==> config.mk <==
export PLATFORM = sky130hd
export DESIGN_NAME = actind_top
export DESIGN_NICKNAME = d
export VERILOG_FILES = /design/src/rtl/actind_pkg.sv /design/src/rtl/actind_prescale.sv /design/src/rtl/actind_blink.sv /design/src/rtl/actind_xcvr_en.sv /design/src/rtl/actind_top.sv
export SDC_FILE = /design/constraint.sdc
export NUM_CORES = 1
export LEC_CHECK = 0
export ABC_AREA = 1
export BUFFER_PORTS_ARGS = -buffer_cell sky130_fd_sc_hd__buf_2
export CELL_PAD_IN_SITES_DETAIL_PLACEMENT = 0
export CELL_PAD_IN_SITES_GLOBAL_PLACEMENT = 2
export CORE_MARGIN = 4
export CORE_UTILIZATION = 33
export CTS_CLUSTER_SIZE = 10
export DETAILED_ROUTE_END_ITERATION = 16
export PLACE_DENSITY_LB_ADDON = 0.2
export SYNTH_ARGS = -nofsm -noshare
export SYNTH_HDL_FRONTEND = slang
export SYNTH_HIERARCHICAL = 1
export SYNTH_SLANG_ARGS = --single-unit
==> constraint.sdc <==
create_clock -name clk -period 1.7 [get_ports clk]
set_input_delay 0.255 -clock clk [delete_from_list [all_inputs] [get_ports clk]]
set_output_delay 0.255 -clock clk [all_outputs]
set_load 0.01 [all_outputs]
==> src/rtl/actind_pkg.sv <==
package actind_pkg;
  typedef enum logic {
    PIN1_ACTIVITY = 1'b0,
    PIN1_XCVR_EN  = 1'b1
  } pin1_mode_e;

  localparam int unsigned NUM_LEDS = 2;
endpackage

==> src/rtl/actind_prescale.sv <==
module actind_prescale #(
  parameter int unsigned HALF_PERIOD = 3_200_000
) (
  input  logic clk,
  input  logic rst,
  output logic strobe
);
  localparam int unsigned CW = (HALF_PERIOD > 2) ? $clog2(HALF_PERIOD) : 1;
  localparam logic [CW-1:0] LAST = CW'(HALF_PERIOD - 1);

  logic [CW-1:0] cnt;

  always_ff @(posedge clk) begin
    if (rst)              cnt <= '0;
    else if (cnt == LAST) cnt <= '0;
    else                  cnt <= cnt + 1'b1;
  end

  assign strobe = (cnt == LAST);


  cnt_range_chk: assert property (@(posedge clk) disable iff (rst)
    cnt <= LAST);
endmodule

==> src/rtl/actind_blink.sv <==
module actind_blink (
  input  logic clk,
  input  logic rst,
  input  logic strobe,
  input  logic active,
  output logic blink
);
  logic seen;

  always_ff @(posedge clk) begin
    if (rst) begin
      seen  <= 1'b0;
      blink <= 1'b1;
    end else if (strobe) begin
      seen  <= 1'b0;
      blink <= (seen | active) ? ~blink : 1'b1;
    end else begin
      seen  <= seen | active;
    end
  end


  stable_between_chk: assert property (@(posedge clk) disable iff (rst)
    !strobe |=> $stable(blink));


  idle_high_chk: assert property (@(posedge clk) disable iff (rst)
    (strobe && !seen && !active) |=> blink);


  active_flip_chk: assert property (@(posedge clk) disable iff (rst)
    (strobe && active) |=> (blink != $past(blink)));
endmodule

==> src/rtl/actind_xcvr_en.sv <==
module actind_xcvr_en (
  input  logic clk,
  input  logic rst,
  input  logic tx_busy,
  input  logic brk_on,
  input  logic stop_done,
  input  logic bit_tick,
  input  logic active_low,
  output logic en_pin
);
  logic hold;
  logic hold_next;
  logic drive;

  assign hold_next = stop_done | (hold & ~bit_tick);
  assign drive     = tx_busy | brk_on | hold_next;

  always_ff @(posedge clk) begin
    if (rst) begin
      hold   <= 1'b0;
      en_pin <= active_low;
    end else begin
      hold   <= hold_next;
      en_pin <= drive ^ active_low;
    end
  end


  drive_chk: assert property (@(posedge clk) disable iff (rst)
    (tx_busy || brk_on) |=> (en_pin != active_low));


  stop_hold_chk: assert property (@(posedge clk) disable iff (rst)
    stop_done |=> (en_pin != active_low));


  release_chk: assert property (@(posedge clk) disable iff (rst)
    (hold && bit_tick && !stop_done && !tx_busy && !brk_on) |=> (en_pin == active_low));
endmodule

==> src/rtl/actind_top.sv <==
module actind_top #(
  parameter int unsigned HALF_PERIOD = 3_200_000
) (
  input  logic clk,
  input  logic rst,
  input  logic tx_busy,
  input  logic brk_on,
  input  logic stop_done,
  input  logic rx_busy,
  input  logic bit_tick,
  input  logic pin1_mode,
  input  logic en_active_low,
  output logic tx_led,
  output logic pin1
);
  import actind_pkg::*;

  logic                strobe;
  logic [NUM_LEDS-1:0] act_vec;
  logic [NUM_LEDS-1:0] blink_vec;
  logic                en_pin;
  pin1_mode_e          mode_e;

  assign mode_e  = pin1_mode_e'(pin1_mode);
  assign act_vec = {rx_busy, tx_busy | brk_on};

  actind_prescale #(.HALF_PERIOD(HALF_PERIOD)) u_presc (
    .clk    (clk),
    .rst    (rst),
    .strobe (strobe)
  );

  for (genvar g = 0; g < NUM_LEDS; g++) begin : g_led
    actind_blink u_blink (
      .clk    (clk),
      .rst    (rst),
      .strobe (strobe),
      .active (act_vec[g]),
      .blink  (blink_vec[g])
    );
  end

  actind_xcvr_en u_en (
    .clk        (clk),
    .rst        (rst),
    .tx_busy    (tx_busy),
    .brk_on     (brk_on),
    .stop_done  (stop_done),
    .bit_tick   (bit_tick),
    .active_low (en_active_low),
    .en_pin     (en_pin)
  );

  assign tx_led = blink_vec[0];
  assign pin1   = (mode_e == PIN1_XCVR_EN) ? en_pin : blink_vec[1];


  xcvr_ignores_rx_chk: assert property (@(posedge clk) disable iff (rst)
    (mode_e == PIN1_XCVR_EN && (tx_busy || brk_on)) |=> (pin1 != en_active_low));
endmodule

==> results of run 1 <==
==> sequential cells by signal (all words and copies together) (netlist names) <==
register             count
g_led.u_blink/blink      2
g_led.u_blink/seen       2
u_en/en_pin              1
u_en/hold                1
u_presc/cnt             22
==> metrics by stage <==
stage / std cells / utilization (%) / setup WS, ns / hold slack (ns)
2_1_floorplan: 211 / - / 0.139 / 0.332
3_3_place_gp: 271 / 36.2 / 0.101 / 0.448
3_5_place_dp: 271 / 36.2 / -0.0211 / 0.461
4_1_cts: 275 / 37.9 / 0.0683 / 0.207
5_1_grt: 275 / 38.2 / 0.0406 / 0.215
6_report: 275 / 38.2 / 0.203 / 0.214
==> where the power goes <==
part           switching [mW]  internal, mW
clock                   0.223         0.315
combinational          0.0384        0.0261
sequential            0.00852         0.669
==> worst max-delay path, cell delays in order, from the launching register on <==
cell and delay (ns):
dfxtp_1 0.37, ha_1 0.19, nand2_2 0.09, nor2_4 0.13, nand2_4 0.08, nor2_2 0.10, inv_1 0.08, nor2_4 0.16
o21ai_1 0.09, nand2_1 0.06, nand2_1 0.04
==> metal layers <==
layer,wire [um],GRT usage [%]
met3,78,3.17
met5,0,0
met4,22,2.91
met2,1490,20.8
met1,1450,15.3
==> cells in the mapped netlist, drive strengths merged <==
cell type,number
a21oi,12
or2,1
nor4,1
clkinv,2
nand2,46
o21ai,4
nand3,15
xnor2,5
nand3b,1
buf,4
nor3,8
dfxtp,28
ha,1
xor2,3
nor2,43
nand4,10
inv,27
==> cell type report <==
type	count	area (um^2)	area share, %
clock buffer	3	41.3	2.46
clock inverter	1	30.0	1.79
inverter	29	111	6.64
multi-input combinational	150	802	47.8
sequential	28	562	33.5
tap	52	65.1	3.88
timing repair buffer	12	65.1	3.88
==> repair_timing <==
item | in CTS | in global routing
resized for setup | 1 | 3
endpoints found under the hold margin | 0 | 0
setup endpoints to repair | 2 | 8
==> cells by family (layout without fill, tap and decap cells) <==
logic type | after synthesis | count (layout) | share of synthesized area (%)
buffers and inverters | 33 | 45 | 10.2
and+or+nand+nor | 125 | 125 | 41.3
adders and majority gates | 1 | 1 | 0.835
DFF | 28 | 28 | 37.4
xor gates and xnor gates | 8 | 8 | 4.67
AOI/OAI and AO/OA | 16 | 16 | 5.59
==> final timing paths <==
| path | start | endpoint | slack (ns) | cells past startpoint |
|---|---|---|---|---|
| max | u_presc/cnt[1] | g_led[0].u_blink/blink | 0.20 | 10 |
| min | en_active_low | u_en/en_pin | 0.21 | 3 |
| max reg2reg | u_presc/cnt[1] | g_led[0].u_blink/blink | 0.20 | 10 |
| min reg2reg | u_presc/cnt[0] | u_presc/cnt[0] | 0.45 | 1 |
==> impl_metrics.ini, run 1 <==
[detailed_routing]
detail-route-antenna-nets = 0
drtIter0Drc = 61
vias = 1297
first_pass_iters = 4
routed_via_density = 4.72
routedWlPerCell_um = 11.1
route.detailed.drc = 0
wirelength_mm = 3.05

[sta]
finalSetupTns_ns = 0
hold_violations = 0
slew_viol_final = 0
rsz0062_at_grt = no
post-route-period-util_pct = 88.0
fmax_ghz = 0.668
tightest_slew_ns = 0.443
clock_skew_ns = 0.00325
max_slew_margin_pct = 70.2
setup_violations = 0
period_minus_slack_ns = 1.50

[grt]
grt_pass1_vias = 1184
grt_max_degree = 18
grt_antenna_before_repair = 0
grt_overflow = 0
grt_pass1_wl_mm = 5.34
grtUsageTotal_pct = 12.2

[cts]
cts_max_level = 1
post-cts-setup-buffers = 0
hold_buffers = 0
root_buffer = clkbuf_8
clkSinkCount = 28
cts_tree = yes
clk_latency_ns = 0.28
cts_buffers = 3
clk_pin_slew_ns = 0.10
cts_max_path_buffers = 2

[yosys]
ys_seq_elements = 28
netlist.area_leader.share_pct = 37.4
netlist_top_cells_area = dfxtp_1 37%, nand2_1 10%, inv_1 6.5%
avgSynthCellArea_um2 = 7.10
synth_cell_types = 27
yosysWarningCount = 6
synth.yosys.seq_area_share_pct = 37.4
synth.largest_area_cell = dfxtp_1
postSynthCellCount = 211
synth_nets = 221
synthesis.area_um2 = 1500

[place]
placed_cell_area_um2 = 1590
port-buffer-count = 10
hpwlAfterDp_mm = 2.31
routabilityCongestion = 0.789

[power]
p_leak_nw = 0.667
peakVddDrop_mv = 0.538
pwr_density_cell_nw_per_um2 = 764
power.total_mw = 1.28

[min_path]
min-delay-path-class = in -> reg

[worst_setup_path]
critPathArrivalTime_ns = 1.68
end_kind = register
crit_required_ns = 1.88
cp-start-kind = register
crit_fanout = 6
worst-setup-path-type = reg -> reg

[floorplanning]
num_io_pins = 11
die_height_um = 75.4
rows = 24
die_x_um = 75.4
core_um2 = 4380
start_util_pct = 34.2
die-area_um2 = 5680

[layout]
area_growth_pct = 11.9
antenna_cells = 0
num-fill-cells = 458
final_common_cell = nand2_1
mostFrequentLayoutCells = 41 x nand2_1, 27 x dfxtp_1, 26 x inv_1, 25 x nor2_1, 15 x nor2_2
postLayoutCellArea_um2 = 1680
final_nets = 234
drive_gt1_share_pct = 20.2

[run_status]
status = complete, no violations

[flow_run]
drv_cap = 0
Power figures use the tool's default switching activity.
==> run 2: changes to the inputs <==
BUFFER_PORTS_ARGS = not set   (was -buffer_cell sky130_fd_sc_hd__buf_2)
CORE_UTILIZATION = 35   (was 33)
DONT_BUFFER_PORTS = 1   (was not set)
==> run 2 against run 1 <==
Non-clock buffer count shrank 11. Total power shrank 1.4%. Clock skew down 0.0013 ns. Largest power group unchanged. Worst hold slack lost 0.18 ns.
==> impl_metrics.ini, run 2 (synthesis results as in run 1) <==
[worst_setup_path]
crit_path_max_incr_delay_ns = 0.39
worst-setup-path-type = reg -> reg
cp-start-kind = register
crit_fanout = 17
reg2reg_slack_ns = 0.16
rr_worst_depth = 8
crit_required_ns = 1.87
crit_start = u_presc/cnt[0]
path_cells = ha_1 -> nand2_2 -> nor2_4 -> nand2_4 -> clkinv_2 -> nand3_4 -> nand2_4 -> a21oi_1
critPathArrivalTime_ns = 1.71
end_kind = register
reg2reg_from = u_presc/cnt[0]
cp_common_cell = nand2_4
r2r_end = u_presc/cnt[14]
crit_slowest_cell = dfxtp_1

[detailed_routing]
wirelength_mm = 2.97
first_pass_iters = 4
detail-route-antenna-nets = 0
drtIter0Drc = 52
routed_via_density = 4.79
vias = 1254
routedWlPerCell_um = 11.3
route.detailed.drc = 0

[grt]
grt_max_degree = 18
grt_overflow = 0
met3_usage_pct = 2.60
busiest_layer = met2
grtUsageTotal_pct = 12.8
gr-usage-met1_pct = 17.5
grt_pass1_vias = 1192
grt_antenna_before_repair = 0
grtUsageMet2_pct = 19.8
grt_pass1_wl_mm = 5.43

[sta]
hold_violations = 0
hold_ws_ns = 0.0359
period_minus_slack_ns = 1.54
slew_viol_final = 0
tightest_slew_ns = 0.414
max_slew_margin_pct = 72.2
fmax_ghz = 0.647
post-route-period-util_pct = 90.9
clock_skew_ns = 0.00196
rsz0062_at_grt = no
finalSetupTns_ns = 0
setup_violations = 0

[layout]
top_register = u_presc/cnt
final_nets = 223
antenna_cells = 0
mostFrequentLayoutCells = 41 x nand2_1, 28 x dfxtp_1, 26 x inv_1, 25 x nor2_1, 15 x nor2_2
postLayoutCellArea_um2 = 1610
multi_input_comb_area_um2 = 793
drive_gt1_share_pct = 15.6
area_growth_pct = 7.18
stdcell_count = 262
num-fill-cells = 422
top_regs = u_presc/cnt: 22 flops, g_led.u_blink/blink: 2 flops, g_led.u_blink/seen: 2 flops
largest_reg_flops = 22
final_common_cell = nand2_1
seqCellArea_um2 = 561

[cts]
cts_max_level = 1
post-cts-setup-buffers = 0
clkSinkCount = 28
cts_tree = yes
cts_max_path_buffers = 2
clk_latency_ns = 0.28
cts_buffers = 3
cts_resized = 0
clk_pin_slew_ns = 0.10
hold_buffers = 0
root_buffer = clkbuf_8

[min_path]
min-delay-path-class = in -> reg
min_to = g_led[1].u_blink/seen
hold_start = rst
hold_path_depth = 1

[floorplanning]
rows = 23
die_height_um = 73.4
die-area_um2 = 5390
num_io_pins = 11
core_um2 = 4060
die_x_um = 73.4
start_util_pct = 36.9

[power]
pwr_density_cell_nw_per_um2 = 786
p_comb_share_pct = 3.9
p_int_mw = 1.00
switchingPower_mw = 0.261
p_seq_share_pct = 53.6
switching_share_pct = 20.6
clockPowerShare_pct = 42.5
peakVddDrop_mv = 0.348
p_leak_nw = 0.622

[place]
placed_cell_area_um2 = 1530
placed_cells = 258
hpwlAfterDp_mm = 2.27
port-buffer-count = 0
routabilityCongestion = 0.789

[run_status]
status = complete, no violations

[flow_run]
drv_cap = 0
==> run 2: area by class of cell <==
cell class                      instances  area share [%]
Clock buffer                            3            2.57
Clock inverter                          1            1.87
Inverter                               29            6.93
Multi-Input combinational cell        150            49.4
Sequential cell                        28            34.9
Tap cell                               50            3.89
Timing Repair Buffer                    1           0.467
==> run 2: worst max-delay path by stage <==
| stage | endpoint | slack (ns) | cells past startpoint |
|---|---|---|---|
| floorplan | g_led[0].u_blink/blink | 0.14 | 10 |
| global placement | g_led[0].u_blink/blink | 0.11 | 10 |
| detailed placement | g_led[0].u_blink/blink | 0.01 | 10 |
| CTS | g_led[0].u_blink/blink | 0.008 | 10 |
| global route | u_presc/cnt[2] | 0.02 | 8 |
| finish | u_presc/cnt[14] | 0.16 | 8 |
==> run 2: power groups by stage <==
stage                     combinational [mW]  sequential [mW]  clock (mW)
after floorplan                       0.0473            0.691           0
after global placement                0.0491            0.691           0
after detailed placement              0.0511            0.692           0
after CTS                             0.0511            0.677       0.555
after global routing                  0.0588            0.679       0.590
final                                 0.0497            0.677       0.537
==> run 2: per-layer routing <==
metal	routed length, um	vias up
li1	-	670
met1	1450	560
met2	1370	19
met3	106	5
met4	41	0
met5	0	-
==> run 2: worst max-delay path, delay by kind of cell, from the launching register on <==
kind                       cells  cell delay [ns]
AOI/OAI and AO/OA              1             0.07
DFF                            1             0.39
buffers and inverters          1             0.08
adders and majority gates      1             0.21
and+or+nand+nor                5             0.67
==> run 2: per-stage QoR <==
stage | setup WS (ns) | total power, mW | utilization, %
2_1_floorplan | 0.139 | 0.738 | -
3_3_place_gp | 0.113 | 0.740 | 37.7
3_5_place_dp | 0.0149 | 0.743 | 37.7
4_1_cts | 0.00850 | 1.28 | 39.4
5_1_grt | 0.0197 | 1.33 | 39.6
6_report | 0.155 | 1.26 | 39.6
==> run 3: changes to the inputs <==
CORE_UTILIZATION = 32   (was 35)
clock period = 1.4 ns   (was 1.7 ns; I/O delays follow)
==> run 3 against run 2 <==
The run now ends with negative setup slack left. Die area is 8.3% higher. Sequential power rose by 22%. Non-clock buffer count rose by 20. Global-route usage down 0.69 points. Worst hold slack worse by 0.0090 ns. Routed wire length is 13% higher. Maximum frequency grew 9.7%. Clock-buffer cell count rose by 1. Critical path type unchanged. Highest routed layer unchanged.
==> impl_metrics.ini, run 3 (synthesis results as in run 1) <==
[sta]
rsz0062_at_grt = yes
clock_skew_ns = 0.00211
max_slew_margin_pct = 76.8
period_minus_slack_ns = 1.41
tightest_slew_ns = 0.348
fmax_ghz = 0.710
setup_slack_ns = -0.00766
slew_viol_final = 0
post-route-period-util_pct = 101
setup_violations = 2
hold_violations = 0
finalSetupTns_ns = -0.0117

[layout]
mostFrequentLayoutCells = 40 x nand2_1, 25 x inv_1, 24 x nor2_1, 21 x dfxtp_1, 18 x buf_4
stdcell_count = 284
top_regs = u_presc/cnt: 22 flops, g_led.u_blink/blink: 2 flops, g_led.u_blink/seen: 2 flops
top_register = u_presc/cnt
postLayoutCellArea_um2 = 1820
finish.utilization_pct = 40.9
antenna_cells = 0
final_common_cell = nand2_1
area_growth_pct = 21.3
drive_gt1_share_pct = 28.9
largest_reg_flops = 22
final_nets = 243

[flow_run]
drv_cap = 0

[worst_setup_path]
crit_path_max_incr_delay_ns = 0.41
critical_path_buf_inv_count = 0
crit_fanout = 7
crit_slowest_cell = dfxtp_1
cp-start-kind = register
critPathArrivalTime_ns = 1.59
path_cells = nor4_2 -> nand3_1 -> nor2_4 -> o21ai_1 -> nand2_1 -> nand2_1
path_delay_family = simple AND/OR/NAND/NOR gates
worst-setup-path-type = reg -> reg
cp_common_cell = nand2_1
end_kind = register
crit_required_ns = 1.58

[grt]
grt_antenna_before_repair = 0
grtUsageTotal_pct = 12.1
grt_max_degree = 18
grt_pass1_vias = 1294
grt_overflow = 0
grt_pass1_wl_mm = 5.80

[floorplanning]
num_io_pins = 11
core_um2 = 4440
start_util_pct = 33.7
die_x_um = 76.4
rows = 24
die_height_um = 76.4
die-area_um2 = 5840

[cts]
clk_latency_ns = 0.27
cts_buffers = 3
clk_pin_slew_ns = 0.10
clkSinkCount = 28
cts_max_level = 1
cts_max_path_buffers = 2
cts_tree = yes
root_buffer = clkbuf_8

[power]
peakVddDrop_mv = 0.364
p_leak_nw = 0.745
p_int_mw = 1.10
switchingPower_mw = 0.312
switching_share_pct = 22.1
p_seq_share_pct = 58.4
clockPowerShare_pct = 35.9
p_comb_share_pct = 5.7
pwr_density_cell_nw_per_um2 = 776

[place]
placed_cells = 274
placed_cell_area_um2 = 1650
place_ws_ns = -0.0141
port-buffer-count = 0
hpwlAfterDp_mm = 2.55
routabilityCongestion = 0.776

[detailed_routing]
detail-route-antenna-nets = 0
routedWlPerCell_um = 11.8
route.detailed.drc = 0
routed_via_density = 4.68
drtIter0Drc = 82
wirelength_mm = 3.35
first_pass_iters = 4
vias = 1330

[run_status]
violations = negative setup slack
status = complete, but fails checks

[min_path]
min-delay-path-class = in -> reg
run 3: worst paths after layout:
check / cells past startpoint / slack (ns) / start / to
setup / recovery: 6 / -0.008 / u_presc/cnt[16] / g_led[0].u_blink/blink
hold reg to reg: 2 / 0.48 / g_led[1].u_blink/blink / g_led[1].u_blink/blink
hold / removal: 2 / 0.03 / rst / g_led[0].u_blink/blink
setup reg to reg: 6 / -0.008 / u_presc/cnt[16] / g_led[0].u_blink/blink
run 3: metal layers:
| metal | share of wire, % | routed length [um] | GRT usage [%] |
|---|---|---|---|
| met4 | 0.48 | 16 | 2.72 |
| met5 | 0 | 0 | 0 |
| met1 | 46 | 1540 | 15.3 |
| met2 | 51 | 1710 | 21.1 |
| met3 | 2.5 | 85 | 2.48 |
run 3: timing repair:
item,CTS,global route
endpoints found under the hold margin,2,0
hold buffers,1,0
resized for setup,3,15
pin swaps,2,5
setup buffers,1,4
setup endpoints to repair,8,23
run 3: cell type report:
cell class                      instances  area [um^2]
Fill cell                             483         2630
Multi-Input combinational cell        150          850
Sequential cell                        28          569
Timing Repair Buffer                   21          168
Inverter                               29          111
Tap cell                               52         65.1
Clock buffer                            4         55.1
run 3: per-stage QoR:
stage | hold slack [ns] | power (mW)
after floorplan | 0.287 | 0.897
after global placement | 0.289 | 0.907
after detailed placement | 0.292 | 0.911
after CTS | 0.0210 | 1.43
after global routing | 0.0198 | 1.48
final | 0.0268 | 1.41
run 3: power groups by stage:
stage / Combinational, mW / Sequential [mW] / Clock (mW)
floorplan: 0.0578 / 0.839 / 0
global placement: 0.0685 / 0.838 / 0
detailed placement: 0.0716 / 0.839 / 0
CTS: 0.0788 / 0.824 / 0.532
global route: 0.0930 / 0.826 / 0.562
finish: 0.0806 / 0.825 / 0.507
